===== config.mk =====
export PLATFORM = sky130hd
export DESIGN_NAME = ni_wrapper
export DESIGN_NICKNAME = d
export VERILOG_FILES = /design/src/rtl/ni_pkg.sv /design/src/rtl/ni_tx_packer.sv /design/src/rtl/ni_rx_unpacker.sv /design/src/rtl/ni_wrapper.sv
export SDC_FILE = /design/constraint.sdc
export NUM_CORES = 1
export LEC_CHECK = 0
export BUFFER_PORTS_ARGS = -buffer_cell sky130_fd_sc_hd__buf_2
export CORE_MARGIN = 1.5
export CORE_UTILIZATION = 50
export DETAILED_ROUTE_END_ITERATION = 8
export PLACE_DENSITY = 0.9
export SETUP_SLACK_MARGIN = 0.5
export SYNTH_ARGS = -nofsm -noshare
export SYNTH_HDL_FRONTEND = slang
export SYNTH_SLANG_ARGS = --single-unit

===== constraint.sdc =====
create_clock -name clk -period 2.64 [get_ports clk]
set_input_delay 0.264 -clock clk [delete_from_list [all_inputs] [get_ports clk]]
set_output_delay 0.264 -clock clk [all_outputs]
set_load 0.01 [all_outputs]

===== src/rtl/ni_pkg.sv =====
package ni_pkg;
    localparam logic [1:0] KIND_HEAD = 2'b10;
    localparam logic [1:0] KIND_BODY = 2'b00;
    localparam logic [1:0] KIND_TAIL = 2'b01;

    typedef enum logic {TX_HEAD, TX_BODY} tx_phase_e;
endpackage


===== src/rtl/ni_tx_packer.sv =====
module ni_tx_packer
    import ni_pkg::*;
#(
    parameter int DATA_W  = 32,
    parameter int COORD_W = 4
) (
    input  logic               clk,
    input  logic               rst_n,
    input  logic               pe_tx_valid,
    output logic               pe_tx_ready,
    input  logic [DATA_W-1:0]  pe_tx_data,
    input  logic               pe_tx_last,
    input  logic [COORD_W-1:0] pe_tx_dst_x,
    input  logic [COORD_W-1:0] pe_tx_dst_y,
    output logic               rt_out_valid,
    input  logic               rt_out_ready,
    output logic [DATA_W+1:0]  rt_out_flit
);
    localparam int FLIT_W = DATA_W + 2;
    localparam int PAD_W  = DATA_W - 2 * COORD_W;

    typedef struct packed {
        tx_phase_e         phase;
        logic              ovalid;
        logic [FLIT_W-1:0] oflit;
    } tx_state_t;

    tx_state_t st_d, st_q;
    logic      can_load;

    always_comb begin
        st_d        = st_q;
        can_load    = !st_q.ovalid || rt_out_ready;
        pe_tx_ready = (st_q.phase == TX_BODY) && can_load;
        if (st_q.ovalid && rt_out_ready) begin
            st_d.ovalid = 1'b0;
        end
        if (st_q.phase == TX_HEAD) begin
            if (pe_tx_valid && can_load) begin
                st_d.ovalid = 1'b1;
                st_d.oflit  = {KIND_HEAD, {PAD_W{1'b0}}, pe_tx_dst_y, pe_tx_dst_x};
                st_d.phase  = TX_BODY;
            end
        end else if (pe_tx_valid && can_load) begin
            st_d.ovalid = 1'b1;
            st_d.oflit  = {(pe_tx_last ? KIND_TAIL : KIND_BODY), pe_tx_data};
            if (pe_tx_last) begin
                st_d.phase = TX_HEAD;
            end
        end
    end

    always_ff @(posedge clk or negedge rst_n) begin
        if (!rst_n) begin
            st_q <= '{phase: TX_HEAD, ovalid: 1'b0, oflit: '0};
        end else begin
            st_q <= st_d;
        end
    end

    assign rt_out_valid = st_q.ovalid;
    assign rt_out_flit  = st_q.oflit;


    tx_hold_chk: assert property (@(posedge clk) disable iff (!rst_n)
        rt_out_valid && !rt_out_ready |=> rt_out_valid && $stable(rt_out_flit));


    tx_tail_chk: assert property (@(posedge clk) disable iff (!rst_n)
        pe_tx_valid && pe_tx_ready && pe_tx_last |=>
            rt_out_valid && rt_out_flit[FLIT_W-1:FLIT_W-2] == KIND_TAIL);


    tx_new_head_chk: assert property (@(posedge clk) disable iff (!rst_n)
        pe_tx_valid && pe_tx_ready && pe_tx_last |=> !pe_tx_ready);


    tx_body_after_head_chk: assert property (@(posedge clk) disable iff (!rst_n)
        pe_tx_valid && pe_tx_ready |=> !rt_out_flit[FLIT_W-1]);
endmodule


===== src/rtl/ni_rx_unpacker.sv =====
module ni_rx_unpacker
    import ni_pkg::*;
#(
    parameter int DATA_W = 32
) (
    input  logic              clk,
    input  logic              rst_n,
    input  logic              rt_in_valid,
    output logic              rt_in_ready,
    input  logic [DATA_W+1:0] rt_in_flit,
    output logic              pe_rx_valid,
    input  logic              pe_rx_ready,
    output logic [DATA_W-1:0] pe_rx_data,
    output logic              pe_rx_last
);
    localparam int FLIT_W = DATA_W + 2;

    typedef struct packed {
        logic              valid;
        logic [DATA_W-1:0] data;
        logic              last;
    } rx_state_t;

    rx_state_t  st_d, st_q;
    logic [1:0] kind;

    always_comb begin
        st_d        = st_q;
        kind        = rt_in_flit[FLIT_W-1:FLIT_W-2];
        rt_in_ready = !st_q.valid || pe_rx_ready;
        if (st_q.valid && pe_rx_ready) begin
            st_d.valid = 1'b0;
        end
        if (rt_in_valid && rt_in_ready && !kind[1]) begin
            st_d.valid = 1'b1;
            st_d.data  = rt_in_flit[DATA_W-1:0];
            st_d.last  = (kind == KIND_TAIL);
        end
    end

    always_ff @(posedge clk or negedge rst_n) begin
        if (!rst_n) begin
            st_q <= '0;
        end else begin
            st_q <= st_d;
        end
    end

    assign pe_rx_valid = st_q.valid;
    assign pe_rx_data  = st_q.data;
    assign pe_rx_last  = st_q.last;


    rx_hold_chk: assert property (@(posedge clk) disable iff (!rst_n)
        pe_rx_valid && !pe_rx_ready |=>
            pe_rx_valid && $stable(pe_rx_data) && $stable(pe_rx_last));


    rx_strip_chk: assert property (@(posedge clk) disable iff (!rst_n)
        rt_in_valid && rt_in_ready && rt_in_flit[FLIT_W-1] && (!pe_rx_valid || pe_rx_ready)
            |=> !pe_rx_valid);
endmodule


===== src/rtl/ni_wrapper.sv =====
module ni_wrapper #(
    parameter int DATA_W  = 32,
    parameter int COORD_W = 4
) (
    input  logic               clk,
    input  logic               rst_n,
    input  logic               pe_tx_valid,
    output logic               pe_tx_ready,
    input  logic [DATA_W-1:0]  pe_tx_data,
    input  logic               pe_tx_last,
    input  logic [COORD_W-1:0] pe_tx_dst_x,
    input  logic [COORD_W-1:0] pe_tx_dst_y,
    output logic               rt_out_valid,
    input  logic               rt_out_ready,
    output logic [DATA_W+1:0]  rt_out_flit,
    input  logic               rt_in_valid,
    output logic               rt_in_ready,
    input  logic [DATA_W+1:0]  rt_in_flit,
    output logic               pe_rx_valid,
    input  logic               pe_rx_ready,
    output logic [DATA_W-1:0]  pe_rx_data,
    output logic               pe_rx_last
);
    ni_tx_packer #(.DATA_W(DATA_W), .COORD_W(COORD_W)) u_tx (
        .clk         (clk),
        .rst_n       (rst_n),
        .pe_tx_valid (pe_tx_valid),
        .pe_tx_ready (pe_tx_ready),
        .pe_tx_data  (pe_tx_data),
        .pe_tx_last  (pe_tx_last),
        .pe_tx_dst_x (pe_tx_dst_x),
        .pe_tx_dst_y (pe_tx_dst_y),
        .rt_out_valid(rt_out_valid),
        .rt_out_ready(rt_out_ready),
        .rt_out_flit (rt_out_flit)
    );

    ni_rx_unpacker #(.DATA_W(DATA_W)) u_rx (
        .clk        (clk),
        .rst_n      (rst_n),
        .rt_in_valid(rt_in_valid),
        .rt_in_ready(rt_in_ready),
        .rt_in_flit (rt_in_flit),
        .pe_rx_valid(pe_rx_valid),
        .pe_rx_ready(pe_rx_ready),
        .pe_rx_data (pe_rx_data),
        .pe_rx_last (pe_rx_last)
    );
endmodule


==> results by group, run 1 <==
Floorplanning
  – I/O Pins: ~150
  – Initial Util: between 50% and 60%
  – Die width: 82.3 µm
  – Row count: 28
  – Core Area: 5990 µm²
  – Chip height: 82.3 µm
  – DIE AREA: ~6800 µm²

Logic synthesis
  – Cell taking the most area after synthesis: dfrtp_1
  – Largest family of logic cells by synthesized area: multiplexers
  – Share of async-settable or async-resettable flops after synthesis: 100%
  – Synthesized cell area: roughly 3100 µm²
  – Simple-gate share of the synthesized area: approximately 4.7%
  – Synthesized instance count: 260
  – Mux cell area share after synthesis: 22.4%
  – Primary FF master, synth: dfrtp_1
  – Compound-Gate Fraction of Synth Area: under 10%
  – Share of the synthesized area in the top cell type: between 50% and 60%
  – Number of synthesized flops with an enable pin: 0
  – Warnings from Yosys: 0
  – Synth Area in XOR/XNOR: 0%
  – Adder-cell share of the synthesized area: 0%
  – Synth top cells by count: dfrtp_1, buf_4, mux2_2, mux2i_1, inv_1
  – Unique masters post-synth: 18
  – Register area share after synthesis: a little under three fifths
  – Dominant cell by count in the synthesized netlist: dfrtp_1
  – Mapped Avg Cell Area: 12.1 µm²
  – FF+latch count, synth: 70
  – Post-Syn Nets: about 340
  – Synth area leaders: dfrtp_1, mux2_2, mux2i_1, buf_4, inv_1

Route
  – Post-DR wirelength/cell: about 14 µm
  – DRC violations left: 0
  – Vias: between 2000 and 2500
  – Total Wirelength: between 6 and 7 mm
  – DRT Pass-1 Iters: 4
  – Detailed Route Iter0 Violations: 66
  – Antenna Nets Post-Route: 0
  – Drt via density: around 4.7

Power and ir drop
  – Leakage: roughly 0.0021 µW
  – PD cells: ~750 nW/µm²
  – VDD IR max: roughly 430 µV

Global routing
  – Total track usage: about a fifth
  – Vias in the first global route: approximately 2100
  – First-pass GRT wire length: 9.53 mm
  – Initial antenna violation count: 0
  – Largest net degree at the start of global routing: between 70 and 80
  – Congestion Overflow GR: 0

Setup path
  – R2r startpoint: u_tx.rt_out_valid$_DFF_PN0_
  – CP bufs+invs: 1
  – Crit path launch type: flip-flop
  – CP delay by family, top: simple AND/OR/NAND/NOR gates
  – Worst endpoint required time: a little under 3 ns
  – Worst EP arrival: 2.07 ns
  – Crit path from: u_tx.rt_out_valid$_DFF_PN0_
  – CP Capture Type: flip-flop
  – Slowest stage cell, crit path: and2_2
  – Worst-path cell chain: nand2b_1, and2_2, buf_4, mux2i_1
  – Max incr delay on CP: approximately 0.55 ns
  – CP max FO: 18
  – Crit Path Class: flip-flop to flip-flop

Clock network
  – CTS clk-pin slew, worst paths: roughly 0.090 ns
  – Post-CTS Setup Bufs: 0
  – # resized after CTS: 0
  – Num CTS Buffers: 9
  – CTS root buffer: clkbuf_8
  – CTS Sinks: 70
  – Max clock buf depth: 2
  – Htree depth: 3
  – Skew-Pair Late Insertion Delay: ~0.33 ns
  – CTS tree: built

STA
  – Slew at the pin closest to its max-slew limit: ~0.5 ns
  – Worst Slack Setup Final: approximately 0.82 ns
  – Relative slew margins: 66.5%
  – Period minus WS final: around 1.8 ns
  – Unrepaired setup endpoints after global routing: false
  – Max Clk Rate: roughly 0.55 GHz
  – Fin. max-slew vios: 0
  – Clk_skew: between 0.01 and 0.015 ns
  – Fin. Hold Viols: 0
  – Final setup viols: 0
  – Final period util: between 60% and 70%
  – Final TNS setup: 0 ns

Cells and area
  – Antenna diodes: 0
  – Filler Cell Count: 463
  – Area of the multi-input gates: approximately 950 µm²
  – Nets@finish: between 400 and 500
  – Share of post-route cells with drive strength above 1: about 54%
  – Syn-to-layout area delta: 24.7%
  – Register area: about 1800 µm²

Placed design
  – Pre-CTS setup slack: approximately 0.81 ns
  – Routability Congestion: approximately 0.74
  – HPWL after DPL: between 4 and 5 mm
  – Number of port buffers: 151

Status
  – Status: finished, final reports clean

Hold path
  – HP Class: input pin to flip-flop
  – Worst hold path startpoint: rt_in_flit[33]

Run
  – Max_cap viols: 0
[layout make-up]
class / instances / area share [%]
Clock buffer: 10 / 3.26
Clock inverter: 6 / 1.79
Inverter: 27 / 2.59
Multi-Input combinational cell: 116 / 24.2
Sequential cell: 70 / 44.7
Tap cell: 75 / 2.40
Timing Repair Buffer: 158 / 21.0
[per-stage QoR]
stage	total power (µW)	hold slack (ns)	util, %	instance area, µm²	instances
floorplan	1910	-0.0316	-	3140	260
global placement	2090	0.314	61.9	3710	445
detailed placement	2120	0.320	61.9	3710	445
CTS	2990	0.140	65.4	3920	462
global route	3120	0.145	65.4	3920	462
finish	2950	0.155	65.4	3920	462
[where the power goes]
group | total, µW | switching [µW] | internal [µW]
Clock | 859 | 414 | 445
Sequential | 1380 | 107 | 1270
Combinational | 711 | 362 | 349
[kinds of logic (layout without fill, tap and decap cells)]
| family | Yosys count | count (layout) |
|---|---|---|
| flip-flops | 70 | 70 |
| AO/OA/AOI/OAI | 19 | 19 |
| multiplexers | 66 | 66 |
| AND/OR/NAND/NOR | 31 | 31 |
| buffers and inverters | 74 | 201 |
[flip-flops by register name, summed over array words and instances, names as in the netlist]
name               flops
u_tx.rt_out_valid      1
u_tx.st_q              1
u_tx.rt_out_flit      34
u_rx.pe_rx_last        1
u_rx.pe_rx_data       32
u_rx.pe_rx_valid       1
[final timing paths]
path | endpoint | slack [ns] | cells past startpoint
worst max-delay path | u_tx.rt_out_flit[9]$_DFFE_PN0P_ | 0.82 | 4
worst min-delay path | u_rx.pe_rx_valid$_DFFE_PN0P_ | 0.15 | 2
worst max register to register | u_tx.rt_out_flit[9]$_DFFE_PN0P_ | 0.82 | 4
worst min register to register | u_rx.pe_rx_data[2]$_DFFE_PN0P_ | 0.51 | 1
max in group asynchronous | u_tx.rt_out_valid$_DFF_PN0_ | 1.86 | 3
min in group asynchronous | u_rx.pe_rx_data[1]$_DFFE_PN0P_ | 0.48 | 3
[layout by cell type, fill, tap and decap left out, types with 2 or more instances in the layout]
| cell type | count |
|---|---|
| buf_2 | 151 |
| dfrtp_1 | 70 |
| mux2i_1 | 33 |
| mux2_2 | 33 |
| inv_1 | 27 |
| nand2_1 | 24 |
| a21oi_1 | 16 |
| clkbuf_8 | 9 |
| buf_4 | 5 |
| nand2b_1 | 2 |
| clkinv_4 | 2 |
| inv_6 | 2 |
[timing repair]
| action | 4_1_cts | 5_1_grt |
|---|---|---|
| endpoints found under the hold margin | 70 | 0 |
| hold buffers | 1 | 0 |
| setup endpoints to repair | 0 | 0 |
[metal layers]
metal,global-route usage [%],part of all wire (%),vias up
met1,21.9,39,1035
met5,0,0,-
li1,-,-,1049
met3,5.16,6.2,7
met2,33.8,53,76
met4,8.64,1.3,0
No activity file was read; power rests on OpenSTA's default activity.
==> run 2: changes to the inputs <==
--- a/config.mk
+++ b/config.mk
@@ -7,9 +7,9 @@
 export LEC_CHECK = 0
 export BUFFER_PORTS_ARGS = -buffer_cell sky130_fd_sc_hd__buf_2
 export CORE_MARGIN = 1.5
-export CORE_UTILIZATION = 50
+export CORE_UTILIZATION = 42
 export DETAILED_ROUTE_END_ITERATION = 8
-export PLACE_DENSITY = 0.9
+export PLACE_DENSITY = 0.81
 export SETUP_SLACK_MARGIN = 0.5
 export SYNTH_ARGS = -nofsm -noshare
 export SYNTH_HDL_FRONTEND = slang
==> constraint.sdc (replaced) <==
create_clock -name clk -period 1.6 [get_ports clk]
set_input_delay 0.16 -clock clk [delete_from_list [all_inputs] [get_ports clk]]
set_output_delay 0.16 -clock clk [all_outputs]
set_load 0.01 [all_outputs]
==> run 2 against run 1 <==
  * Non-clock buffer count increased by 16
  * Clock skew fell by 0.0036 ns
  * Design area grew 15%
  * Clock-buffer cell count grew 3
  * Clock power increased by 90%
  * Setup slack worse by 0.67 ns
  * Sequential share of layout area decreased by 5.8 points
  * Sequential power grew 64%
  * Die area rose by 18%
  * Highest routed layer unchanged
==> results by group, run 2 (synthesis results as in run 1) <==
Status
  – Status: finished, final reports clean

Global routing
  – Largest net degree at the start of global routing: just over 70
  – First-pass GRT wire length: between 10 and 15 mm
  – Congestion Overflow GR: 0
  – Total track usage: between 10% and 20%
  – Initial antenna violation count: 0
  – Vias in the first global route: about 2300

Setup path
  – Slowest stage cell, crit path: dfrtp_1
  – Worst-path cell chain: nand2b_4, nor3b_4, buf_6, buf_12, mux2_2
  – CP Capture Type: flip-flop
  – Worst endpoint required time: ~1.8 ns
  – Max incr delay on CP: 0.41 ns
  – CP bufs+invs: 2
  – Worst EP arrival: between 1.5 and 2 ns
  – CP max FO: 9
  – Crit Path Class: flip-flop to flip-flop
  – CP delay by family, top: flip-flops
  – Crit path launch type: flip-flop

Cells and area
  – Commonest non-fill, non-tap cell in the layout: buf_2
  – Syn-to-layout area delta: 43.3%
  – Antenna diodes: 0
  – Max reg flops: 34
  – Non-filler cells, final: about 500
  – Most frequent cells in the layout: buf_2, dfrtp_1, mux2i_1
  – Nets@finish: 479
  – Share of post-route cells with drive strength above 1: 58.8%

STA
  – Period minus WS final: 1.45 ns
  – Clk_skew: about 0.0073 ns
  – Final setup viols: 0
  – Unrepaired setup endpoints after global routing: true
  – Slew at the pin closest to its max-slew limit: approximately 0.36 ns
  – Max Clk Rate: between 0.6 and 0.7 GHz
  – Final TNS setup: 0 ns
  – Relative slew margins: 75.9%
  – Fin. Hold Viols: 0
  – Fin. max-slew vios: 0
  – Final period util: between 90% and 100%

Hold path
  – HP Class: input pin to flip-flop

Floorplanning
  – Chip height: 89.5 µm
  – Row count: 31
  – I/O Pins: between 150 and 200
  – Initial Util: around 43%
  – DIE AREA: 8000 µm²
  – Core Area: 7250 µm²
  – Die width: 89.5 µm

Clock network
  – Max clock buf depth: 2
  – CTS root buffer: clkbuf_8
  – CTS clk-pin slew, worst paths: around 0.070 ns
  – CTS tree: built
  – Htree depth: 3
  – CTS Sinks: 70
  – Num CTS Buffers: 9
  – Skew-Pair Late Insertion Delay: about 0.33 ns

Route
  – DRT Pass-1 Iters: 4
  – DRC violations left: 0
  – Post-DR wirelength/cell: 14.7 µm
  – Total Wirelength: roughly 7.4 mm
  – Detailed Route Iter0 Violations: 85
  – Antenna Nets Post-Route: 0
  – Drt via density: 4.63
  – Vias: 2322

Power and ir drop
  – VDD IR max: just under 700 µV
  – PD cells: about 1200 nW/µm²
  – Leakage: about 0.0024 µW

Placed design
  – Placed cells: about 470
  – Routability Congestion: approximately 0.7
  – HPWL after DPL: 4.53 mm
  – Number of port buffers: approximately 150

Run
  – Max_cap viols: 0
[run 2: changes by cell type in the layout (fill, tap and decap cells not counted), moves of 6 or more]
cell	delta
a21oi_1	-8
a21oi_2	+6
buf_12	+6
buf_6	+7
mux2_2	-22
mux2_4	+22
[run 2: routing by layer]
layer	global-route usage, %	up-vias	wire (µm)
met5	0	-	0
met4	7.83	0	101
met3	4.62	11	418
met2	31.1	83	3970
met1	17.9	1140	2890
li1	-	1088	-
[run 2: path summary, 6_finish.rpt]
check | start | endpoint | slack (ns) | cells past startpoint
min in group asynchronous | rst_n | u_tx.rt_out_flit[24]$_DFFE_PN0P_ | 0.39 | 3
min | rt_in_flit[33] | u_rx.pe_rx_valid$_DFFE_PN0P_ | 0.06 | 2
max | u_rx.pe_rx_valid$_DFFE_PN0P_ | u_rx.pe_rx_data[0]$_DFFE_PN0P_ | 0.15 | 5
max reg2reg | u_rx.pe_rx_valid$_DFFE_PN0P_ | u_rx.pe_rx_data[0]$_DFFE_PN0P_ | 0.15 | 5
max in group asynchronous | rst_n | u_tx.rt_out_flit[0]$_DFFE_PN0P_ | 0.91 | 3
min reg2reg | u_rx.pe_rx_data[28]$_DFFE_PN0P_ | u_rx.pe_rx_data[28]$_DFFE_PN0P_ | 0.51 | 1
[run 2: layout make-up]
class	instances	area, µm²
Fill cell	587	2750
Sequential cell	70	1750
Timing Repair Buffer	174	1170
Multi-Input combinational cell	116	1120
Clock buffer	13	169
Tap cell	99	124
Inverter	27	101
Clock inverter	3	65.1
[run 2: worst register-to-register path: cells and delay by family (launching register included)]
kind                   cells  cell delay, ns
DFF                        1            0.41
and+or+nand+nor            2            0.31
muxes                      1            0.35
buffers and inverters      2            0.28
[run 2: through the flow]
stage / utilization (%) / total power [µW] / instance area [µm²] / setup WS [ns] / hold slack (ns)
final: 62.0 / 5380 / 4500 / 0.149 / 0.0579
after global placement: 52.0 / 3450 / 3770 / 0.227 / 0.207
after floorplan: - / 3170 / 3180 / 0.123 / -0.136
after CTS: 57.7 / 5240 / 4180 / 0.177 / 0.0382
after global routing: 62.0 / 5680 / 4500 / 0.105 / 0.0482
after detailed placement: 52.0 / 3510 / 3770 / 0.189 / 0.217
[run 2: where the power goes]
part | internal [µW] | switching, µW
clock network | 1000 | 623
logic | 786 | 692
registers | 2100 | 173
total | 3890 | 1490
[run 2: timing repair]
action,4_1_cts,5_1_grt
hold endpoints to repair,70,0
cloned,3,3
resized for setup,12,46
buffers inserted,7,3
pin swaps,1,1
endpoints found under the setup margin,67,70
hold buffers,1,0
==> run 3: changes to the inputs <==
--- a/config.mk
+++ b/config.mk
@@ -9,6 +9,7 @@
 export CORE_MARGIN = 1.5
 export CORE_UTILIZATION = 42
 export DETAILED_ROUTE_END_ITERATION = 8
+export MAX_ROUTING_LAYER = met4
 export PLACE_DENSITY = 0.81
 export SETUP_SLACK_MARGIN = 0.5
 export SYNTH_ARGS = -nofsm -noshare
==> run 3 against run 2 <==
  * Cell count did not move
  * Clock power barely moved
  * Clock skew barely moved
  * Critical path type unchanged
==> results by group, run 3 (synthesis results as in run 1) <==
Clock network
  – CTS root buffer: clkbuf_8
  – CTS Sinks: 70
  – Num CTS Buffers: 9
  – Max clock buf depth: 2
  – CTS clk-pin slew, worst paths: approximately 0.070 ns
  – Htree depth: 3
  – CTS tree: built
  – Skew-Pair Late Insertion Delay: about 0.33 ns

STA
  – Worst Slack Setup Final: ~0.15 ns
  – Slew at the pin closest to its max-slew limit: around 0.38 ns
  – Relative slew margins: between 70% and 80%
  – Fin. max-slew vios: 0
  – Max Clk Rate: ~0.7 GHz
  – Period minus WS final: between 1 and 1.5 ns
  – Fin Hold WS: about 0.059 ns
  – Final TNS setup: 0 ns
  – Unrepaired setup endpoints after global routing: true
  – Final period util: 90.7%
  – Fin. Hold Viols: 0
  – Final setup viols: 0
  – Clk_skew: between 0.007 and 0.008 ns

Global routing
  – Largest net degree at the start of global routing: between 70 and 80
  – Grt peak-use layer: met2
  – Vias in the first global route: between 2000 and 2500
  – First-pass GRT wire length: ~10 mm
  – Met2 global-route usage: 31.2%
  – M3 GR Usage: ~4.2%
  – Total track usage: between 10% and 20%
  – Congestion Overflow GR: 0
  – Routing usage on met1: roughly 18%
  – Initial antenna violation count: 0

Cells and area
  – Area of the multi-input gates: 1130 µm²
  – Filler Cell Count: between 500 and 600
  – Register area: 1750 µm²
  – Non-filler cells, final: 502
  – Share of post-route cells with drive strength above 1: around three fifths
  – Max reg flops: 34
  – Commonest non-fill, non-tap cell in the layout: buf_2
  – Nets@finish: ~480
  – Final instance area: around 4500 µm²
  – Most frequent cells in the layout: buf_2, dfrtp_1, mux2i_1
  – Syn-to-layout area delta: 43.5%
  – Antenna diodes: 0

Floorplanning
  – Chip height: ~89 µm
  – Core Area: between 7000 and 8000 µm²
  – I/O Pins: 152
  – Initial Util: 43.3%
  – Die width: around 89 µm
  – Row count: 31
  – DIE AREA: ~8000 µm²

Route
  – Post-DR wirelength/cell: 14.8 µm
  – Antenna Nets Post-Route: 0
  – Vias: 2313
  – Detailed Route Iter0 Violations: 76
  – Total Wirelength: 7.41 mm
  – Drt via density: between 4 and 5
  – DRT Pass-1 Iters: 4
  – DRC violations left: 0

Setup path
  – CP max FO: 9
  – Worst EP arrival: approximately 1.7 ns
  – Crit Path Class: flip-flop to flip-flop
  – Worst endpoint required time: between 1.5 and 2 ns
  – Crit path launch type: flip-flop
  – CP Capture Type: flip-flop

Status
  – Status: finished, final reports clean

Run
  – Max_cap viols: 0

Placed design
  – Placed Area: 3770 µm²
  – HPWL after DPL: 4.53 mm
  – Number of port buffers: approximately 150
  – Placed cells: around 470
  – Routability Congestion: 0.721
  – Pre-CTS setup slack: 0.189 ns

Hold path
  – HP Class: input pin to flip-flop

Power and ir drop
  – PD cells: 1190 nW/µm²
  – Leakage: roughly 0.0024 µW
  – VDD IR max: 672 µV
[run 3: cell count changes in the layout (fill, tap and decap cells not counted)]
cell	before	now
mux2i_2	2	1
mux2i_4	2	3
[run 3: final timing paths]
kind                                                       from                               end  slack, ns  depth (start not counted)
worst min register to register  u_rx.pe_rx_data[28]$_DFFE_PN0P_   u_rx.pe_rx_data[28]$_DFFE_PN0P_       0.51                          1
min in group asynchronous                                 rst_n  u_tx.rt_out_flit[21]$_DFFE_PN0P_       0.37                          3
worst min-delay path                              rt_in_flit[1]    u_rx.pe_rx_data[1]$_DFFE_PN0P_       0.06                          2
worst max register to register     u_rx.pe_rx_valid$_DFFE_PN0P_    u_rx.pe_rx_data[0]$_DFFE_PN0P_       0.15                          5
worst max-delay path               u_rx.pe_rx_valid$_DFFE_PN0P_    u_rx.pe_rx_data[0]$_DFFE_PN0P_       0.15                          5
max in group asynchronous                                 rst_n    u_rx.pe_rx_data[9]$_DFFE_PN0P_       0.91                          3
[run 3: timing repair]
| action | CTS | global route |
|---|---|---|
| pin swaps | 1 | 1 |
| resized for setup | 12 | 47 |
| hold endpoints to repair | 70 | 0 |
| endpoints found under the setup margin | 67 | 70 |
| hold buffers | 1 | 0 |
| buffers inserted | 7 | 3 |
| gates cloned | 3 | 3 |
[run 3: area by class of cell]
class | count | area share, %
sequential | 70 | 38.9
clock inverter | 3 | 1.44
timing repair buffer | 174 | 26.0
tap | 99 | 2.75
inverter | 27 | 2.25
clock buffer | 13 | 3.75
multi-input combinational | 116 | 25.0
[run 3: worst max-delay path, cell delays in order, from the launching register on]
cell and delay [ns]:
dfrtp_1 0.41, nand2b_4 0.08, nor3b_4 0.23, buf_6 0.15, buf_12 0.13, mux2_2 0.35
[run 3: metrics by stage]
| stage | power (µW) | utilization, % |
|---|---|---|
| global placement | 3450 | 52.0 |
| finish | 5380 | 62.2 |
| floorplan | 3170 | - |
| global route | 5680 | 62.2 |
| CTS | 5240 | 57.7 |
| detailed placement | 3510 | 52.0 |
[run 3: metal layers]
metal  share of wire (%)  wire length, µm
met1                  40             2940
met2                  54             3990
met3                 5.2              385
met4                 1.3               99
met5                   0                0
[run 3: report_power, final]
group          internal, µW  switching, µW
clock network          1000            619
logic                   790            696
registers              2100            173
total                  3890           1490
